==> src/rtl/hazard_fwd_pkg.sv <==
package hazard_fwd_pkg;

    // Operand source select for one ALU input.
    typedef enum logic [1:0] {
        SEL_REGFILE = 2'b00,
        SEL_WB      = 2'b01,
        SEL_MEM     = 2'b10
    } fwd_sel_e;

endpackage

==> src/rtl/fwd_src_match.sv <==
module fwd_src_match
    import hazard_fwd_pkg::*;
#(
    parameter int REG_AW = 5
) (
    input  logic [REG_AW-1:0] src,
    input  logic [REG_AW-1:0] mem_dst,
    input  logic              mem_wr_en,
    input  logic [REG_AW-1:0] wb_dst,
    input  logic              wb_wr_en,
    output fwd_sel_e          sel
);

    localparam logic [REG_AW-1:0] ZERO_REG = '0;

    logic src_live;
    logic hit_mem;
    logic hit_wb;

    // Register 0 is hardwired to zero, so it is never a bypass candidate.
    assign src_live = (src != ZERO_REG);
    assign hit_mem  = src_live && mem_wr_en && (mem_dst == src);
    assign hit_wb   = src_live && wb_wr_en  && (wb_dst  == src);

    // The younger result (execute/memory) takes priority over writeback.
    always_comb begin
        if (hit_mem)
            sel = SEL_MEM;
        else if (hit_wb)
            sel = SEL_WB;
        else
            sel = SEL_REGFILE;
    end

endmodule

==> src/rtl/load_use_detect.sv <==
module load_use_detect #(
    parameter int REG_AW = 5,
    parameter int NSRC   = 2
) (
    input  logic [NSRC-1:0][REG_AW-1:0] id_src,
    input  logic [REG_AW-1:0]           ex_dst,
    input  logic                        ex_is_load,
    output logic                        hazard
);

    localparam logic [REG_AW-1:0] ZERO_REG = '0;

    logic [NSRC-1:0] src_hit;

    genvar gi;
    generate
        for (gi = 0; gi < NSRC; gi++) begin : g_cmp
            assign src_hit[gi] = (id_src[gi] == ex_dst);
        end
    endgenerate

    // A load's data is ready only after memory. A consumer right behind it
    // therefore has to wait one cycle before the writeback bypass can serve it.
    assign hazard = ex_is_load && (ex_dst != ZERO_REG) && (|src_hit);

endmodule

==> src/rtl/hazard_fwd_unit.sv <==
module hazard_fwd_unit
    import hazard_fwd_pkg::*;
#(
    parameter int REG_AW = 5
) (
    input  logic [REG_AW-1:0] id_src_a,
    input  logic [REG_AW-1:0] id_src_b,
    input  logic [REG_AW-1:0] ex_src_a,
    input  logic [REG_AW-1:0] ex_src_b,
    input  logic [REG_AW-1:0] ex_dst,
    input  logic              ex_is_load,
    input  logic [REG_AW-1:0] mem_dst,
    input  logic              mem_wr_en,
    input  logic [REG_AW-1:0] wb_dst,
    input  logic              wb_wr_en,
    output logic [1:0]        fwd_sel_a,
    output logic [1:0]        fwd_sel_b,
    output logic              stall_front,
    output logic              bubble_ex
);

    localparam int NSRC = 2;

    logic [NSRC-1:0][REG_AW-1:0] ex_src;
    logic [NSRC-1:0][REG_AW-1:0] id_src;
    fwd_sel_e                    op_sel [NSRC];
    logic                        load_hazard;

    assign ex_src[0] = ex_src_a;
    assign ex_src[1] = ex_src_b;
    assign id_src[0] = id_src_a;
    assign id_src[1] = id_src_b;

    genvar gi;
    generate
        for (gi = 0; gi < NSRC; gi++) begin : g_operand
            fwd_src_match #(
                .REG_AW (REG_AW)
            ) u_match (
                .src       (ex_src[gi]),
                .mem_dst   (mem_dst),
                .mem_wr_en (mem_wr_en),
                .wb_dst    (wb_dst),
                .wb_wr_en  (wb_wr_en),
                .sel       (op_sel[gi])
            );
        end
    endgenerate

    load_use_detect #(
        .REG_AW (REG_AW),
        .NSRC   (NSRC)
    ) u_load_use (
        .id_src     (id_src),
        .ex_dst     (ex_dst),
        .ex_is_load (ex_is_load),
        .hazard     (load_hazard)
    );

    assign fwd_sel_a   = op_sel[0];
    assign fwd_sel_b   = op_sel[1];
    assign stall_front = load_hazard;
    assign bubble_ex   = load_hazard;

endmodule

==> config.mk <==
export PLATFORM = sky130hd
export DESIGN_NAME = hazard_fwd_unit
export DESIGN_NICKNAME = d
export VERILOG_FILES = /design/src/rtl/hazard_fwd_pkg.sv /design/src/rtl/fwd_src_match.sv /design/src/rtl/load_use_detect.sv /design/src/rtl/hazard_fwd_unit.sv
export SDC_FILE = /design/constraint.sdc
export NUM_CORES = 1
export LEC_CHECK = 0
export BUFFER_PORTS_ARGS = -buffer_cell sky130_fd_sc_hd__buf_2
export CAP_MARGIN = 10
export CORE_UTILIZATION = 23
export DETAILED_ROUTE_END_ITERATION = 8
export PLACE_DENSITY = 0.54
export SLEW_MARGIN = 0
export SYNTH_ARGS = -nofsm -noshare
export SYNTH_HDL_FRONTEND = slang
export SYNTH_SLANG_ARGS = --single-unit
export TNS_END_PERCENT = 1
==> constraint.sdc <==
create_clock -name vclk -period 1.3
set_input_delay 0.065 -clock vclk [all_inputs]
set_output_delay 0.065 -clock vclk [all_outputs]
set_load 0.1 [all_outputs]
==> impl_metrics.tcl, run 1 <==
set metrics [dict create \
    synthDistinctLibCells 13 \
    layout_commonest_cell "buf_2" \
    layout_common_cells "36 x buf_2, 19 x xnor2_1, 16 x buf_4" \
    grt_usage_pct 12.4 \
    combPwrFrac_pct 100.0 \
    outcome "complete, but fails checks" \
    first_pass_iters 2 \
    place_congestion 0.627 \
    io_pins 44 \
    power_frac_seq_pct 0 \
    multi_input_comb_area_um2 477 \
    cp_top_family "simple AND/OR/NAND/NOR gates" \
    period_share_pct 110 \
    required_ns 1.24 \
    hold_violations 0 \
    antenna_found_initial 0 \
    wl_per_cell_um 9.39 \
    vias 584 \
    rows 15 \
    die_h_um 46.3 \
    die_area_um2 2140 \
    die_w_um 46.3 \
    post-dp-hpwl_mm 1.23 \
    start_kind "input pin" \
    drv_slew 0 \
    min_from "wb_wr_en" \
    rsz0062_at_grt "yes" \
    design.seq.count 0 \
    io_buffers 44 \
    cpMostUsedCell "nor4_4" \
    crit_type "in2out" \
    sw_frac_of_total_pct 48.6 \
    hold_slack_ns 0.553 \
    areaGrowthSynthToFinish_pct 102 \
    syn_avg_cell_area_um2 8.34 \
    slew_headroom_pct 74.9 \
    crit_arrival_ns 1.37 \
    drc_errors 0 \
    powerDensity_nw_per_um2 314 \
    cts_setup_buffers 0 \
    synth.cell_area_um2 450 \
    max-cap-violations 0 \
    vias_per_cell 4.36 \
    core-area_um2 1780 \
    tightestPinTransition_ns 0.373 \
    p_clk_share_pct 0 \
    n_clock_buffer 0 \
    slowest_delay_ns 0.54 \
    internal-power_w 0.000147 \
    grt_max_degree 4 \
    min_path_type "in2out" \
    fin_ws_ns -0.132 \
    fmax_mhz 698 \
    seqCellArea_um2 0 \
    path_max_fanout 2 \
    grt_pass1_wl_mm 1.97 \
    post-place-ws_ns -0.175 \
    power_leakage_nw 0.385 \
    final_core_util_pct 51.1 \
    ir_drop_uv 155 \
    cp.depth 6 \
    ant_nets 0 \
    antennaDiodeCount 0 \
    wl_mm 1.26 \
    grt_overflow_total 0 \
    hold_depth 4 \
    syn_inst 54 \
    netSwitchingPower_w 0.000139 \
    grt_pass1_vias 535 \
    drive_above_1_share_pct 63.3 \
    fillers 180 \
    yosys_warnings 0 \
    drt_iter0_drc 1 \
    min_period_ns 1.43 \
    mappedNetlistNets 92 \
    violations "negative setup slack" \
    cp-end-kind "output port" \
    ys_seq_area_share_pct 0 \
    nNetsFinal 149 \
    crit_path_cell_trace "buf_6, or4_4, nor2_4, nor4_4, nor4_4, buf_12" \
    instances_no_fill 134 \
    cpMaxStageDelayCell "or4_4" \
    whs_endpoint "fwd_sel_b[0]" \
    start_util_pct 25.3 \
    setup_viol 2 \
    cp_num_buf_inv 2 \
    placed_cells 134 \
]
metrics by stage:
step                power (W)  TNS, ns  instance area (µm²)
CTS                  0.000279   -0.273                  878
finish               0.000286   -0.220                  911
global placement     0.000272   -0.497                  873
floorplan            0.000139    -1.51                  479
global route         0.000309   -0.448                  911
detailed placement   0.000277   -0.553                  873
per-layer routing:
| layer | GRT usage, % | vias to the layer above | part of all wire (%) |
|---|---|---|---|
| li1 | - | 297 | - |
| met1 | 11.0 | 253 | 34 |
| met2 | 29.6 | 34 | 57 |
| met3 | 0.784 | 0 | 8.2 |
| met4 | 0 | 0 | 0 |
| met5 | 0 | - | 0 |
kinds of logic after synthesis:
| group | share of synthesized area, % |
|---|---|
| buf+inv | 5.00 |
| compound gates | 2.22 |
| xor+xnor | 58.3 |
| simple gates | 34.4 |
layout make-up:
class	instances	area share, %
Multi-Input combinational cell	51	52.3
Timing Repair Buffer	58	44.2
Tap cell	25	3.43
power by group through the flow:
| stage | combinational [W] | clock [W] | sequential [W] |
|---|---|---|---|
| floorplan | 0.000139 | 0 | 0 |
| CTS | 0.000279 | 0 | 0 |
| detailed placement | 0.000277 | 0 | 0 |
| finish | 0.000286 | 0 | 0 |
| global placement | 0.000272 | 0 | 0 |
| global route | 0.000309 | 0 | 0 |
tightest hold or removal path, delay by kind of cell:
kind                   cells  cell delay (ns)
buffers and inverters      2             0.26
and+or+nand+nor            2             0.16
synth_stat cells, drive strengths merged:
master | n | share of area, %
a21oi | 1 | 1.1
buf | 3 | 5.0
nand2 | 2 | 1.7
nand3 | 2 | 2.2
nand4 | 4 | 5.6
nor2 | 2 | 5.0
nor3 | 2 | 2.2
nor4 | 4 | 11
o21ai | 1 | 1.1
or4 | 3 | 6.7
xnor2 | 20 | 39
xor2 | 10 | 19
worst max-delay path by stage:
stage	endpoint	startpoint	slack [ns]
after floorplan	fwd_sel_a[0]	ex_src_a[0]	-0.61
after global placement	fwd_sel_a[0]	ex_src_a[0]	-0.15
after detailed placement	fwd_sel_a[0]	ex_src_a[0]	-0.18
after CTS	fwd_sel_b[0]	ex_src_b[1]	-0.14
after global routing	fwd_sel_b[0]	ex_src_b[1]	-0.16
final	fwd_sel_b[0]	ex_src_b[1]	-0.13
timing repair:
item / CTS / global route
gates resized for setup: 3 / 5
hold buffers: 0 / 0
pin swaps: 1 / 1
setup endpoints to repair: 6 / 6
Power figures use the tool's default switching activity.
==> inputs of run 2 (changes only) <==
- BUFFER_PORTS_ARGS: -buffer_cell sky130_fd_sc_hd__buf_2 -> default
- DONT_BUFFER_PORTS: default -> 1
- PLACE_DENSITY: 0.54 -> 0.35
- clock period: 1.3 -> 1.42 ns (I/O delays scaled with it)
==> impl_metrics.tcl, run 2 (synthesis results as in run 1) <==
set metrics [dict create \
    rows 15 \
    outcome "complete, no violations" \
    period_share_pct 97.3 \
    grt_usage_pct 10.5 \
    post_dp_cell_area_um2 616 \
    grt_max_degree 4 \
    grt_pass1_vias 447 \
    final_core_util_pct 34.5 \
    placed_cells 83 \
    wl_mm 1.09 \
    crit_type "in2out" \
    drt_iter0_drc 0 \
    min_path_type "in2out" \
    startpoint "ex_src_a[0]" \
    die_h_um 46.3 \
    wl_per_cell_um 13.1 \
    nNetsFinal 98 \
    design.seq.count 0 \
    min_from "wb_wr_en" \
    ctsHoldBuffers 0 \
    max-cap-violations 0 \
    start_kind "input pin" \
    areaGrowthSynthToFinish_pct 36.7 \
    die_area_um2 2140 \
    powerDensity_nw_per_um2 250 \
    antenna_found_initial 0 \
    crit_arrival_ns 1.31 \
    io_buffers 0 \
    ant_nets 0 \
    core-area_um2 1780 \
    power_leakage_nw 0.164 \
    slowest_delay_ns 0.53 \
    grt_overflow_total 0 \
    cp-end-kind "output port" \
    io_pins 44 \
    vias 385 \
    drv_slew 0 \
    setup_viol 0 \
    instances_no_fill 83 \
    vias_per_cell 4.64 \
    required_ns 1.35 \
    drive_above_1_share_pct 27.6 \
    ir_drop_uv 102 \
    slew_headroom_pct 71.4 \
    cpMaxStageDelayCell "or4_4" \
    cts_setup_buffers 0 \
    seqCellArea_um2 0 \
    final.setup.tns_ns 0 \
    fmax_mhz 724 \
    cpMostUsedCell "nor4_4" \
    path_max_fanout 3 \
    drc_errors 0 \
    die_w_um 46.3 \
    finalPower_w 0.000154 \
    first_pass_iters 1 \
    crit_path_cell_trace "or4_4, nor2_4, nor4_4, nor4_4, buf_12" \
    grt_pass1_wl_mm 1.69 \
    layout_common_cells "20 x xnor2_1, 10 x xor2_1, 4 x nand4_1, 4 x nor4_4" \
    tightestPinTransition_ns 0.426 \
    cts_resized 0 \
    place_congestion 0.663 \
    n_clock_buffer 0 \
    min_period_ns 1.38 \
    design_area_um2 616 \
    post-dp-hpwl_mm 1.06 \
    antennaDiodeCount 0 \
    rsz0062_at_grt "yes" \
    hold_violations 0 \
    layout_commonest_cell "xnor2_1" \
    start_util_pct 25.3 \
]
==> run 2: final cells by class <==
cell class,count,area (µm²)
well taps,25,31.3
multi-input cells,51,474
fillers,189,1170
repair buffers,7,110
==> run 2: per-stage QoR <==
step	setup slack, ns	hold slack, ns
after CTS	0.0147	0.447
final	0.0388	0.446
after detailed placement	0.0165	0.447
after global placement	0.0560	0.447
after global routing	-0.0278	0.473
after floorplan	-0.506	0.369
==> run 2: path summary, 6_finish.rpt <==
kind	end	slack [ns]	depth (start not counted)
worst max-delay path	fwd_sel_a[0]	0.04	5
worst min-delay path	fwd_sel_b[0]	0.45	3
==> run 2: per-layer routing <==
metal  track usage [%]  share of wire (%)  wire [µm]
met2              20.6                 51        558
met5                 0                  0          0
met3              1.57                 12        128
met4                 0                  0          0
met1              12.4                 37        403
==> run 2: power by group <==
group / switching (W) / total, W / internal, W
combinational: 0.0000774 / 0.000154 / 0.0000764
clock: 0 / 0 / 0
sequential: 0 / 0 / 0
total: 0.0000774 / 0.000154 / 0.0000764
==> run 2: worst max-delay path: cells and delay by family <==
family                 cells  cell delay (ns)
and+or+nand+nor            4             1.02
buffers and inverters      1             0.22
==> inputs of run 3 (changes only) <==
- CELL_PAD_IN_SITES_DETAIL_PLACEMENT: default -> 0
- CELL_PAD_IN_SITES_GLOBAL_PLACEMENT: default -> 1
- GPL_TIMING_DRIVEN: default -> 0
- PLACE_DENSITY: 0.35 -> 0.48
==> impl_metrics.tcl, run 3 (synthesis results as in run 1) <==
set metrics [dict create \
    power_leakage_nw 0.139 \
    max-cap-violations 0 \
    cpMaxStageDelayCell "nor4_4" \
    cp-end-kind "output port" \
    post-dp-hpwl_mm 1.01 \
    crit_path_cell_trace "or4_4, nor2_4, nor4_2, nor4_4" \
    start_kind "input pin" \
    drt_iter0_drc 6 \
    path_max_fanout 3 \
    fmax_mhz 537 \
    grt_pass1_vias 420 \
    min_path_type "in2out" \
    vias 392 \
    die_w_um 46.3 \
    tightestPinTransition_ns 1.32 \
    die_area_um2 2140 \
    instances_no_fill 81 \
    antennaDiodeCount 0 \
    outcome "complete, but fails checks" \
    grt_pass1_wl_mm 1.60 \
    first_pass_iters 2 \
    nNetsFinal 96 \
    drv_slew 0 \
    core-area_um2 1780 \
    crit_type "in2out" \
    areaGrowthSynthToFinish_pct 18.3 \
    vias_per_cell 4.84 \
    min_period_ns 1.86 \
    period_share_pct 131 \
    ir_drop_uv 70.6 \
    design.seq.count 0 \
    setup_viol 2 \
    required_ns 1.35 \
    slew_headroom_pct 11.2 \
    slowest_delay_ns 0.99 \
    rsz0062_at_grt "yes" \
    die_h_um 46.3 \
    cp_top_family "simple AND/OR/NAND/NOR gates" \
    ant_nets 0 \
    layout_common_cells "20 x xnor2_1, 10 x xor2_1, 4 x nand4_1, 4 x buf_4" \
    layout_commonest_cell "xnor2_1" \
    antenna_found_initial 0 \
    cp_num_buf_inv 0 \
    powerDensity_nw_per_um2 258 \
    seqCellArea_um2 0 \
    io_buffers 0 \
    place_congestion 0.614 \
    ctsHoldBuffers 0 \
    fin_ws_ns -0.442 \
    start_util_pct 25.3 \
    io_pins 44 \
    grt_usage_pct 9.92 \
    hold_violations 0 \
    cts_resized 0 \
    violations "negative setup slack" \
    wl_per_cell_um 12.6 \
    crit_arrival_ns 1.79 \
    n_clock_buffer 0 \
    drive_above_1_share_pct 25.0 \
    grt_max_degree 4 \
    fillers 207 \
    placed_cells 80 \
    wl_mm 1.02 \
    finalPower_w 0.000137 \
    grt_overflow_total 0 \
    rows 15 \
    drc_errors 0 \
]
-- run 3: cell count changes in the layout (fill, tap and decap cells not counted), sizes merged --
cell / change
buf: -2
-- run 3: cell type report --
cell class,count,area [µm²],share of cell area (%)
plain buffers,3,22.5,4.23
repair buffers,2,22.5,4.23
multi-input cells,51,457,85.7
well taps,25,31.3,5.87
-- run 3: final timing paths --
path | startpoint | endpoint | slack (ns) | depth (start not counted)
max | ex_src_b[1] | fwd_sel_b[0] | -0.44 | 4
min | wb_wr_en | fwd_sel_b[0] | 0.38 | 2
-- run 3: through the flow --
step | util [%] | hold slack [ns] | cell area, µm² | setup WS (ns) | TNS, ns
3_5_place_dp | 29.5 | 0.391 | 526 | -0.538 | -0.826
3_3_place_gp | 28.6 | 0.382 | 510 | -0.543 | -1.36
4_1_cts | 29.9 | 0.390 | 533 | -0.452 | -0.744
5_1_grt | 29.9 | 0.393 | 533 | -0.499 | -0.907
6_report | 29.9 | 0.383 | 533 | -0.442 | -0.696
2_1_floorplan | - | 0.369 | 479 | -0.506 | -1.19
-- run 3: where the power goes --
| group | leakage (nW) | internal [W] | switching, W |
|---|---|---|---|
| registers | 0 | 0 | 0 |
| clock network | 0 | 0 | 0 |
| logic | 0.139 | 0.0000678 | 0.0000696 |
| total | 0.139 | 0.0000678 | 0.0000696 |
-- run 3: repair_timing --
item,CTS,global route
setup endpoints to repair,2,3
buffers inserted,1,0
endpoints found under the hold margin,0,0
pin swaps,2,0
-- run 3: metal layers --
layer  vias up  wire length (µm)  global-route usage [%]
li1        192                 -                       -
met1       175               349                    11.5
met2        25               574                    20.6
met3         0               100                   0.392
met4         0                 0                       0
met5         -                 0                       0
